<file path="config.mk">
export PLATFORM = sky130hd
export DESIGN_NAME = qdepth_hist_scorer
export DESIGN_NICKNAME = d
export VERILOG_FILES = /design/src/rtl/qdh_pkg.sv /design/src/rtl/qdh_avg_binner.sv /design/src/rtl/qdh_bin_bank.sv /design/src/rtl/qdh_score_acc.sv /design/src/rtl/qdepth_hist_scorer.sv
export SDC_FILE = /design/constraint.sdc
export NUM_CORES = 1
export LEC_CHECK = 0
export ABC_AREA = 1
export BUFFER_PORTS_ARGS = -buffer_cell sky130_fd_sc_hd__buf_2
export CAP_MARGIN = 10
export CELL_PAD_IN_SITES_DETAIL_PLACEMENT = 0
export CELL_PAD_IN_SITES_GLOBAL_PLACEMENT = 1
export CORE_ASPECT_RATIO = 1.2
export CORE_MARGIN = 10
export CORE_UTILIZATION = 30
export DETAILED_ROUTE_END_ITERATION = 16
export MAX_ROUTING_LAYER = met4
export PLACE_DENSITY = 0.68
export SLEW_MARGIN = 15
export SYNTH_ARGS = -nofsm -noshare
export SYNTH_HDL_FRONTEND = slang
export SYNTH_HIERARCHICAL = 1
export SYNTH_SLANG_ARGS = --single-unit
</file>
<file path="constraint.sdc">
create_clock -name clk -period 1.7 [get_ports clk]
set_input_delay 0 -clock clk [delete_from_list [all_inputs] [get_ports clk]]
set_output_delay 0 -clock clk [all_outputs]
set_load 0.01 [all_outputs]
</file>
<file path="src/rtl/qdh_pkg.sv">
package qdh_pkg;

    // Default geometry of the scorer
    localparam int unsigned QDH_NUM_Q    = 4;
    localparam int unsigned QDH_DEPTH_W  = 5;
    localparam int unsigned QDH_NUM_BINS = 16;
    localparam int unsigned QDH_BIN_W    = 16;
    localparam int unsigned QDH_SCORE_W  = 24;

endpackage

</file>
<file path="src/rtl/qdh_avg_binner.sv">
module qdh_avg_binner #(
    parameter int unsigned NUM_Q    = qdh_pkg::QDH_NUM_Q,
    parameter int unsigned DEPTH_W  = qdh_pkg::QDH_DEPTH_W,
    parameter int unsigned NUM_BINS = qdh_pkg::QDH_NUM_BINS,
    localparam int unsigned IDX_W   = $clog2(NUM_BINS)
) (
    input  logic [NUM_Q*DEPTH_W-1:0] occ,
    output logic [IDX_W-1:0]         bin_idx
);
    localparam int unsigned SHIFT = $clog2(NUM_Q);
    localparam int unsigned SUM_W = DEPTH_W + SHIFT;
    localparam logic [SUM_W-1:0] TOP_BIN = SUM_W'(NUM_BINS - 1);

    logic [SUM_W-1:0] part [NUM_Q+1];
    logic [SUM_W-1:0] mean_w;

    assign part[0] = '0;

    // Adder chain over the queue fields
    for (genvar q = 0; q < NUM_Q; q++) begin : g_sum
        assign part[q+1] = part[q] + SUM_W'(occ[q*DEPTH_W +: DEPTH_W]);
    end

    always_comb begin
        mean_w = part[NUM_Q] >> SHIFT;
        if (mean_w > TOP_BIN) begin
            bin_idx = IDX_W'(NUM_BINS - 1);
        end else begin
            bin_idx = IDX_W'(mean_w);
        end
    end

endmodule

</file>
<file path="src/rtl/qdh_bin_bank.sv">
module qdh_bin_bank #(
    parameter int unsigned NUM_BINS = qdh_pkg::QDH_NUM_BINS,
    parameter int unsigned BIN_W    = qdh_pkg::QDH_BIN_W,
    localparam int unsigned IDX_W   = $clog2(NUM_BINS)
) (
    input  logic             clk,
    input  logic             rst_n,
    input  logic             clear,
    input  logic             inc,
    input  logic [IDX_W-1:0] inc_idx,
    input  logic [IDX_W-1:0] rd_idx,
    output logic [BIN_W-1:0] rd_count
);
    localparam logic [BIN_W-1:0] CNT_MAX = '1;

    typedef struct packed {
        logic [NUM_BINS-1:0][BIN_W-1:0] cnt;
    } bank_t;

    bank_t st_d, st_q;
    logic [NUM_BINS-1:0] hit;

    for (genvar b = 0; b < NUM_BINS; b++) begin : g_hit
        assign hit[b] = inc && (inc_idx == IDX_W'(b));
    end

    always_comb begin
        st_d = st_q;
        if (clear) begin
            st_d.cnt = '0;
        end else begin
            for (int b = 0; b < NUM_BINS; b++) begin
                if (hit[b] && (st_q.cnt[b] != CNT_MAX)) begin
                    st_d.cnt[b] = st_q.cnt[b] + 1'b1;
                end
            end
        end
    end

    always_ff @(posedge clk or negedge rst_n) begin
        if (!rst_n) begin
            st_q <= '0;
        end else begin
            st_q <= st_d;
        end
    end

    assign rd_count = st_q.cnt[rd_idx];

endmodule

</file>
<file path="src/rtl/qdh_score_acc.sv">
module qdh_score_acc #(
    parameter int unsigned NUM_BINS = qdh_pkg::QDH_NUM_BINS,
    parameter int unsigned SCORE_W  = qdh_pkg::QDH_SCORE_W,
    localparam int unsigned IDX_W   = $clog2(NUM_BINS)
) (
    input  logic               clk,
    input  logic               rst_n,
    input  logic               clear,
    input  logic               add,
    input  logic [IDX_W-1:0]   add_idx,
    output logic [SCORE_W-1:0] score
);
    typedef struct packed {
        logic [SCORE_W-1:0] score;
    } acc_t;

    acc_t st_d, st_q;
    logic [SCORE_W:0] sum_w;

    always_comb begin
        st_d  = st_q;
        // weight of bin i is i+1 tenths
        sum_w = {1'b0, st_q.score} + (SCORE_W+1)'(add_idx) + (SCORE_W+1)'(1);
        if (clear) begin
            st_d.score = '0;
        end else if (add) begin
            if (sum_w[SCORE_W]) begin
                st_d.score = '1;
            end else begin
                st_d.score = sum_w[SCORE_W-1:0];
            end
        end
    end

    always_ff @(posedge clk or negedge rst_n) begin
        if (!rst_n) begin
            st_q <= '0;
        end else begin
            st_q <= st_d;
        end
    end

    assign score = st_q.score;

endmodule

</file>
<file path="src/rtl/qdepth_hist_scorer.sv">
module qdepth_hist_scorer #(
    parameter int unsigned NUM_Q    = qdh_pkg::QDH_NUM_Q,
    parameter int unsigned DEPTH_W  = qdh_pkg::QDH_DEPTH_W,
    parameter int unsigned NUM_BINS = qdh_pkg::QDH_NUM_BINS,
    parameter int unsigned BIN_W    = qdh_pkg::QDH_BIN_W,
    parameter int unsigned SCORE_W  = qdh_pkg::QDH_SCORE_W,
    localparam int unsigned IDX_W   = $clog2(NUM_BINS)
) (
    input  logic                     clk,
    input  logic                     rst_n,
    input  logic [NUM_Q*DEPTH_W-1:0] occ,
    input  logic                     sample,
    input  logic                     clear,
    input  logic [IDX_W-1:0]         rd_idx,
    output logic [BIN_W-1:0]         rd_count,
    output logic [SCORE_W-1:0]       score
);
    logic [IDX_W-1:0] sel_bin;

    qdh_avg_binner #(
        .NUM_Q    (NUM_Q),
        .DEPTH_W  (DEPTH_W),
        .NUM_BINS (NUM_BINS)
    ) u_binner (
        .occ     (occ),
        .bin_idx (sel_bin)
    );

    qdh_bin_bank #(
        .NUM_BINS (NUM_BINS),
        .BIN_W    (BIN_W)
    ) u_bank (
        .clk      (clk),
        .rst_n    (rst_n),
        .clear    (clear),
        .inc      (sample),
        .inc_idx  (sel_bin),
        .rd_idx   (rd_idx),
        .rd_count (rd_count)
    );

    qdh_score_acc #(
        .NUM_BINS (NUM_BINS),
        .SCORE_W  (SCORE_W)
    ) u_score (
        .clk     (clk),
        .rst_n   (rst_n),
        .clear   (clear),
        .add     (sample),
        .add_idx (sel_bin),
        .score   (score)
    );

endmodule

</file>
# Yosys cells after proc, flatten, opt, wreduce, memory -nomap -nowiden
# Cells that the tools add are included.
[totals]
register_bits = 280
inputBits = 28
output_inout_bits = 40
wordCells = 144
[classes]
n_addsub = 21
magnitude_cmp = 2
n_eq_ne = 31
n_mux = 23
reduce_logical = 50
[op_table]
columns = ["op", "count"]
rows = [
  ["16-bit two-way mux", 17],
  ["16-bit by 1-bit adder with 16-bit output, second input constant", 16],
  ["256-bit two-way mux", 1],
  ["16-bit != test, second input constant", 16],
  ["24-bit two-way mux", 3],
  ["16-bit binary-select mux with 4-bit select", 1],
  ["2-bit nonzero test", 17],
  ["4-bit equality test, second input constant", 8],
  ["1-bit logical AND", 32],
  ["24-bit by 4-bit adder with 25-bit output", 1],
  ["25-bit by 1-bit adder with 25-bit output, second input constant", 1],
  ["4-bit by 3-bit equality test with 1-bit output, second input constant", 4],
  ["7-bit by 5-bit adder with 7-bit output", 2],
  ["4-bit by 2-bit equality test with 1-bit output, second input constant", 2],
  ["5-bit by 5-bit adder with 6-bit output", 1],
  ["5-bit by 4-bit greater-than comparator with 1-bit output, second input constant", 1],
  ["4-bit by 5-bit less-than comparator with 1-bit output, second input constant", 1],
  ["4-bit by 1-bit equality test with 1-bit output, second input constant", 1],
  ["4-bit zero test", 1],
  ["4-bit two-way mux", 1],
]

# Logic depth before layout (Yosys ltp)
# Gate-level depths: netlist of run 1.
[logic_depth]
word_depth = 10
ltp_mapped = 24
mapped_depth_nobuf = 24

# Hierarchy
# The synthesis of run 1 kept the hierarchy.
[by_module_without_submodules]
columns = ["module", "n_inst", "cells_per_inst", "area_each_um2", "seq_area_each_um2"]
rows = [
  ["qdh_bin_bank", 1, 2803, 18256.3, 6406.1],
  ["qdh_score_acc", 1, 296, 1965.6, 600.6],
  ["qdh_avg_binner", 1, 73, 500.5, 0.0],
]

# Worst setup path after synthesis of run 1
# OpenSTA, ideal clock, no wires.
[synth_timing]
path_kind = "in2reg"
from = "in occ[1]"
to = "reg u_score.st_q, in the netlist u_score/score[8]"
setup_ns = 0.117
arrival_ns = 3.312
required_time_ns = 1.583
slack_ns = -1.729
stages = 22
path_buffers = 1
path_cell_list = "inv_1 > fa_1 > inv_1 > fa_1 > nand2_1 > nor2_1 > inv_1 > fa_1 > nand2_1 > inv_1 > ha_1 > inv_1 > fa_1 > nand2_1 > nand2_1 > nand3_1 > inv_2 > nand2_4 > buf_6 > nand3_1 > nand2_1 > nand2_1"
[synth_between]
elab_chain_len = 10
[synth_lines]
columns = ["element", "line_no", "source"]
rows = [
  ["start, declared", "qdepth_hist_scorer.sv:11", "input logic [NUM_Q*DEPTH_W-1:0] occ,"],
  ["5-bit by 5-bit adder with 6-bit output *", "qdh_avg_binner.sv:21", "assign part[q+1] = part[q] + SUM_W'(occ[q*DEPTH_W +: DEPTH_W]);"],
  ["7-bit by 5-bit adder with 7-bit output * (2 in series)", "qdh_avg_binner.sv:21", ""],
  ["5-bit by 4-bit greater-than comparator with 1-bit output", "qdh_avg_binner.sv:26", "if (mean_w > TOP_BIN) begin"],
  ["4-bit two-way mux *", "qdh_avg_binner.sv:26", ""],
  ["net sel_bin[0]", "qdepth_hist_scorer.sv:18", "logic [IDX_W-1:0] sel_bin;"],
  ["24-bit by 4-bit adder with 25-bit output *", "qdh_score_acc.sv:23", "sum_w = {1'b0, st_q.score} + (SCORE_W+1)'(add_idx) + (SCORE_W+1)'(1);"],
  ["25-bit by 1-bit adder with 25-bit output *", "qdh_score_acc.sv:23", ""],
  ["24-bit two-way mux *", "qdh_score_acc.sv:27", "if (sum_w[SCORE_W]) begin"],
  ["24-bit two-way mux *", "qdh_score_acc.sv:26", "end else if (add) begin"],
  ["24-bit two-way mux *", "qdh_score_acc.sv:24", "if (clear) begin"],
  ["end signal, assigned", "qdh_score_acc.sv:39", "st_q <= st_d;"],
  ["end, declared", "qdh_score_acc.sv:17", "acc_t st_d, st_q;"],
]
# Mark *: on every way through the listed nets, which the timed path passes. The rest lies on a longest branch. The select of a mux whose other input is x is not followed.
# A chain may end at the register's enable or synchronous reset.

# Worst setup path in the final report of run 1
[layout_timing]
from = "in occ[11]"
to = "reg u_bank/st_q[78] in the netlist's numbering"
[layout_between]
elab_chain_len = 8
[layout_lines]
columns = ["element", "line_no", "source"]
rows = [
  ["7-bit by 5-bit adder with 7-bit output * (2 in series)", "qdh_avg_binner.sv:21", ""],
  ["5-bit by 4-bit greater-than comparator with 1-bit output", "qdh_avg_binner.sv:26", ""],
  ["4-bit two-way mux *", "qdh_avg_binner.sv:26", ""],
  ["net sel_bin[3]", "qdepth_hist_scorer.sv:18", ""],
  ["4-bit by 3-bit equality test with 1-bit output *", "qdh_bin_bank.sv:24", "assign hit[b] = inc && (inc_idx == IDX_W'(b));"],
  ["1-bit logical AND *", "qdh_bin_bank.sv:24", ""],
  ["1-bit logical AND *", "qdh_bin_bank.sv:33", "if (hit[b] && (st_q.cnt[b] != CNT_MAX)) begin"],
  ["2-bit nonzero test (no source line) *", "-", ""],
  ["end signal, assigned", "qdh_bin_bank.sv:44", "st_q <= st_d;"],
  ["end, declared", "qdh_bin_bank.sv:20", "bank_t st_d, st_q;"],
]
# Mark *: on every way through the listed nets, which the timed path passes. The rest lies on a longest branch.

==> reports/results.ini, run 1 <==
[outcome]
status = finished with violations
violations = setup timing

[critical_path]
crit_type = in2reg
startpoint_type = input pin
crit_fanout = 7
cp.arrival_ps = 3320
worstPathRequired_ps = 2160
cp-end-kind = register

[clock_tree]
numClockSinks = 280
cts_buffer_depth = 3
clkSlewWorstSetupHoldPaths_ps = 60
h-tree-depth = 2
clock_latency_ps = 570
cts_tree = done
root_buffer = clkbuf_16
cts_made_buffers = 38

[logic_synthesis]
synth_top_area_frac = 0.338
synthArstFlopShare = 1.00
synthesis.nets = 3235
synth.top_cells.by_count = nand2_1, inv_1, nor2_1
syn-mean-instance-area_um2 = 6.53
yosys_most_used_dff = dfrtp_1
synth_cell_types = 41
synth_area_leaders = dfrtp_1, nand2_1, nand3_1
yosys_register_bits = 280
yosysMostFrequentCell = nand2_1
yosysTopAreaCell = dfrtp_1
yosysWarnings = 6
yosysSeqAreaShare = 0.338
synth-edff-count = 0
synth_cells = 3172
syn_area_um2 = 20700

[timing]
hold_viol = 0
fin_setup_tns_ps = -297790
post-route-period-util = 1.68
slew_headroom = 0.688
clock.fmax_ghz = 0.349
rsz0062_at_grt = yes
worst_pin_slew_ps = 463
period_minus_slack_ps = 2860
slew_viol_final = 0
clock_skew_ps = 21.8
finalSetupViolCount = 296
worst_slack_ps = -1160

[power_and_ir_drop]
power.static_leakage_nw = 13.3
ir_worst_vdd_mv = 0.697
power_density_nw_per_um2 = 806

[cells_and_area]
drive_above_1_share = 0.237
area_growth_pct = 32.8
fillers = 7258
final_nets = 3597
regArea_um2 = 7010
postLayoutCellArea_um2 = 27500
multi_input_area_um2 = 13000
finalNonFillerCells = 4472
antennaDiodeCount = 0
utilization = 0.402

[route]
highest_layer = met4
vias = 21800
routed_via_density = 4.88
drtIter0Drc = 1494
wl_met3_um = 2720
dr_wl_met2_um = 36000
drtPass1Iterations = 6
wirelength_um = 74300
wire_per_inst_um = 16.6
drc = 0
route.antenna.remaining_nets = 0
wl_met1_um = 33800

[global_routing]
grt_use_total = 0.187
grt_pass1_vias = 21300
antenna_found_initial = 0
grt_overflow = 0
grt_max_degree = 67
grt_first_pass_wirelength_um = 117000

[die]
core_region_area_um2 = 68400
fp.dieH_um = 308
placementRows = 105
die_area_um2 = 80000
chipWidth_um = 260
ios = 68
initial_core_util = 0.303

[place]
hpwl_um = 55100
place_area_um2 = 24500
dp_slack_ps = -2120
io_buffers = 67
placed_cells = 4365
globalplace.congestion = 0.895

[job]
cap_viol_max_count = 0

[worst_hold_path]
hold_path.class = in2async

logic make-up (layout without fill, tap and decap cells):
family                   Yosys count  count (layout)  synth area share
AND/OR/NAND/NOR                 1984            1986             0.421
buffers and inverters            438             827            0.0870
AO/OA/AOI/OAI                    382             382             0.107
flip-flops                       280             280             0.338
XOR/XNOR                          51              51            0.0216
adder cells (fa/ha/maj)           35              35            0.0251
multiplexers                       2               2          0.000966
stage by stage:
stage / total power, W / hold WS [ps]
6_report: 0.0222 / 50.3
5_1_grt: 0.0232 / 64.1
4_1_cts: 0.0216 / 44.4
3_5_place_dp: 0.0118 / -94.8
3_3_place_gp: 0.0118 / -92.9
2_1_floorplan: 0.00956 / -296
flip-flops by register name (all words and copies together) (netlist names):
| register | flops |
|---|---|
| u_bank/st_q | 256 |
| u_score/score | 24 |
final timing paths:
kind                                  startpoint                to  slack, ps  depth (start not counted)
worst max-delay path                     occ[11]   u_bank/st_q[78]      -1160                         24
worst min-delay path                       rst_n  u_bank/st_q[214]         50                          3
worst max register to register  u_score/score[0]  u_score/score[6]       -170                         12
worst min register to register  u_bank/st_q[158]  u_bank/st_q[158]        530                          2
max in group asynchronous                  rst_n   u_bank/st_q[60]       1220                          3
min in group clk                         occ[15]  u_score/score[0]        330                         11
layer usage:
layer | vias to the layer above | track usage
met5 | - | -
met4 | 0 | 0.0487
met3 | 86 | 0.0204
met2 | 391 | 0.309
met1 | 10300 | 0.240
li1 | 11100 | -
where the power goes:
group	leakage, nW	total (W)	internal [W]	switching (W)
sequential	3.91	0.00688	0.00677	0.000113
clock	0.695	0.00915	0.00567	0.00347
combinational	8.69	0.00617	0.00256	0.00360
critical path: stages:
cell and delay [ps]:
buf_6 70, inv_2 30, fa_1 520, inv_1 50, fa_1 470, nand2_1 60, nor2_2 110, inv_2 60
fa_2 340, nand3b_1 190, nand2_1 70, nand2_1 60, nand2_2 110, nand2_8 90, buf_6 130, nor2_4 140
inv_4 80, buf_12 120, nor2_4 170, o21ai_4 110, nand2_4 150, inv_8 80, nand2_1 60, nand2_1 50
final cells by class:
type                       instances  share of cell area
multi-input combinational       2456               0.474
sequential                       280               0.255
timing repair buffer             423               0.131
inverter                         332              0.0480
tap                              909              0.0413
clock buffer                      52              0.0405
clock inverter                    17              0.0101
timing repair inverter             3             0.00105
layout by cell type (no fill, tap or decap), types with 51 or more instances in the layout:
cell type | Yosys | final
dfrtp_1 | 280 | 280
nor2_1 | 299 | 271
nand2_1 | 1127 | 1008
nand4_1 | 169 | 169
nand2_2 | 18 | 111
o211ai_1 | 82 | 82
buf_4 | 9 | 279
o21ai_0 | 154 | 122
nand3_1 | 268 | 249
a21oi_1 | 106 | 104
nor2_4 | 20 | 51
buf_2 | 49 | 60
inv_1 | 309 | 285
what timing repair did:
item | 4_1_cts | 5_1_grt
setup endpoints to repair | 296 | 296
setup buffers | 7 | 20
hold buffers | 4 | 0
gates resized for setup | 81 | 298
gates cloned | 2 | 6
hold endpoints to repair | 298 | 0
pin swaps | 37 | 89
(Power assumes the default switching activity.)
==> inputs of run 2 (changes only) <==
--- a/config.mk
+++ b/config.mk
@@ -12,10 +12,10 @@
 export CELL_PAD_IN_SITES_GLOBAL_PLACEMENT = 1
 export CORE_ASPECT_RATIO = 1.2
 export CORE_MARGIN = 10
-export CORE_UTILIZATION = 30
+export CORE_UTILIZATION = 41
 export DETAILED_ROUTE_END_ITERATION = 16
 export MAX_ROUTING_LAYER = met4
-export PLACE_DENSITY = 0.68
+export PLACE_DENSITY = 0.86
 export SLEW_MARGIN = 15
 export SYNTH_ARGS = -nofsm -noshare
 export SYNTH_HDL_FRONTEND = slang
==> reports/results.ini, run 2 (same netlist as run 1, synthesis figures left out) <==
[cells_and_area]
largest_reg_flops = 256  ; unchanged
multi_input_area_um2 = 12900  ; -1.5%
drive_above_1_share = 0.203  ; -0.0349
antennaDiodeCount = 0  ; unchanged
finalNonFillerCells = 4144  ; -7.3%
area_growth_pct = 27.0
utilization = 0.525  ; +0.123
regMostFlops = u_bank/st_q
final_nets = 3537  ; -1.7%
regArea_um2 = 7010  ; unchanged
final_cell_mix = nand2_1, inv_1, dfrtp_1
fillers = 4868  ; -33%
final_common_cell = nand2_1

[outcome]
violations = setup timing
status = finished with violations

[critical_path]
cp-end-kind = register
reg2regPathDepth = 12  ; unchanged
crit_type = in2reg
rr_startpoint = u_score/score[0]
r2r_end = u_score/score[4]
crit_fanout = 5  ; -2
cp.arrival_ps = 3370  ; +50 ps
worstPathRequired_ps = 2190  ; +30 ps
r2r_slack_ps = -160  ; about the same
startpoint_type = input pin

[timing]
period_minus_slack_ps = 2880  ; +19.4 ps
post-route-period-util = 1.69  ; +0.0114
finalSetupViolCount = 296  ; unchanged
rsz0062_at_grt = yes
hold_slack_ps = 375  ; +325 ps
worst_slack_ps = -1180  ; -19.4 ps
slew_headroom = 0.622  ; -0.0662
clock.fmax_ghz = 0.347  ; -0.67%
worst_pin_slew_ps = 562  ; +98.2 ps
clock_skew_ps = 12.9  ; -8.95 ps
hold_viol = 0  ; unchanged
slew_viol_final = 0  ; unchanged

[route]
route.antenna.remaining_nets = 0  ; unchanged
wire_per_inst_um = 17.0  ; +2.0%
drtIter0Drc = 1771  ; +19%
drc = 0  ; unchanged
wirelength_um = 70300  ; -5.5%
vias = 22500  ; +3.0%
routed_via_density = 5.42  ; +11%
drtPass1Iterations = 6  ; unchanged

[die]
initial_core_util = 0.414  ; +0.111
chipWidth_um = 225  ; -13%
die_area_um2 = 60000  ; -25%
placementRows = 90  ; -14%
fp.dieH_um = 266  ; -14%
core_region_area_um2 = 50100  ; -27%
ios = 68  ; unchanged

[clock_tree]
cts_made_buffers = 35  ; -7.9%
cts_buffer_depth = 3  ; unchanged
root_buffer = clkbuf_16
h-tree-depth = 2  ; unchanged
numClockSinks = 280  ; unchanged
clkSlewWorstSetupHoldPaths_ps = 60  ; about the same
cts_tree = done
clock_latency_ps = 540  ; -30 ps

[worst_hold_path]
hold_path_end = u_score/score[0]
worstHoldStart = occ[15]
min_path_cells = 11
hold_path.class = in2reg

[place]
io_buffers = 67  ; unchanged
placed_cells = 4040  ; -7.4%
globalplace.congestion = 0.977  ; +9.2%
hpwl_um = 51400  ; -6.6%

[global_routing]
grt_overflow = 0  ; unchanged
grt.busiest_layer = met2
grt_first_pass_wirelength_um = 113000  ; -4.0%
grtUsageMet1 = 0.285  ; +0.0451
grt_max_degree = 55  ; -18%
grt_use_total = 0.236  ; +0.0490
grt_pass1_vias = 21800  ; +2.5%
use_met3 = 0.0327  ; +0.0123
met2_usage = 0.390  ; +0.0808
antenna_found_initial = 0  ; unchanged

[power_and_ir_drop]
power.static_leakage_nw = 12.8  ; -3.9%
power_density_nw_per_um2 = 776  ; -3.8%
ir_worst_vdd_mv = 0.977  ; +40%

[job]
cap_viol_max_count = 0  ; unchanged

==> run 2: repair_timing <==
item / in CTS / in global routing
setup endpoints to repair: 296 / 296
gates resized for setup: 70 / 218
pin swaps: 33 / 102
endpoints found under the hold margin: 295 / 0
hold buffers: 5 / 0
cloned: 4 / 9
buffers inserted: 7 / 19
==> run 2: area by class of cell <==
type                            instances  share of cell area
Inverter                              332              0.0510
Clock inverter                         10             0.00414
Sequential cell                       280               0.266
Timing Repair Buffer                  362               0.118
Clock buffer                           53              0.0405
Tap cell                              644              0.0306
Multi-Input combinational cell       2460               0.488
Timing Repair inverter                  3            0.000713
==> run 2: worst max-delay path by stage <==
| stage | start | to | slack (ps) | depth (start not counted) |
|---|---|---|---|---|
| floorplan | occ[1] | u_score/score[15] | -1570 | 22 |
| global placement | occ[1] | u_score/score[19] | -1960 | 22 |
| detailed placement | occ[1] | u_score/score[19] | -1970 | 22 |
| CTS | occ[11] | u_score/score[6] | -1100 | 22 |
| global route | occ[11] | u_score/score[7] | -1320 | 23 |
| finish | occ[11] | u_bank/st_q[130] | -1180 | 22 |
==> run 2: per-stage QoR <==
stage | setup TNS (ps) | setup WS (ps) | area (µm²) | power (W)
floorplan | -370070 | -1570 | 21000 | 0.00956
global placement | -507060 | -1960 | 23800 | 0.0114
detailed placement | -518330 | -1970 | 23800 | 0.0114
CTS | -283130 | -1100 | 25300 | 0.0197
global route | -334460 | -1320 | 26300 | 0.0213
finish | -292220 | -1180 | 26300 | 0.0204
==> run 2: report_power, final <==
group          internal (W)  switching, W  total [W]
clock               0.00464       0.00313    0.00777
combinational       0.00227       0.00349    0.00576
sequential          0.00677      0.000114    0.00688
==> run 2: routing by layer <==
metal	up-vias	wire (µm)
met4	0	2950
met2	739	33900
met1	10600	29400
met3	160	4000
met5	-	0
li1	11000	-
==> run 2: critical path, stage by stage <==
cell and delay, ps:
buf_6 70, inv_4 30, fa_1 520, inv_1 50
fa_1 470, nand2_1 60, nor2_2 110, inv_2 60
fa_2 340, nand3b_1 190, buf_4 150, nand3b_1 80
nand2_2 80, nand2_4 100, nand2_4 90, buf_6 130
nor2_4 130, inv_2 70, nor2_4 260, clkbuf_16 210
nand4_1 80, nand2_1 60
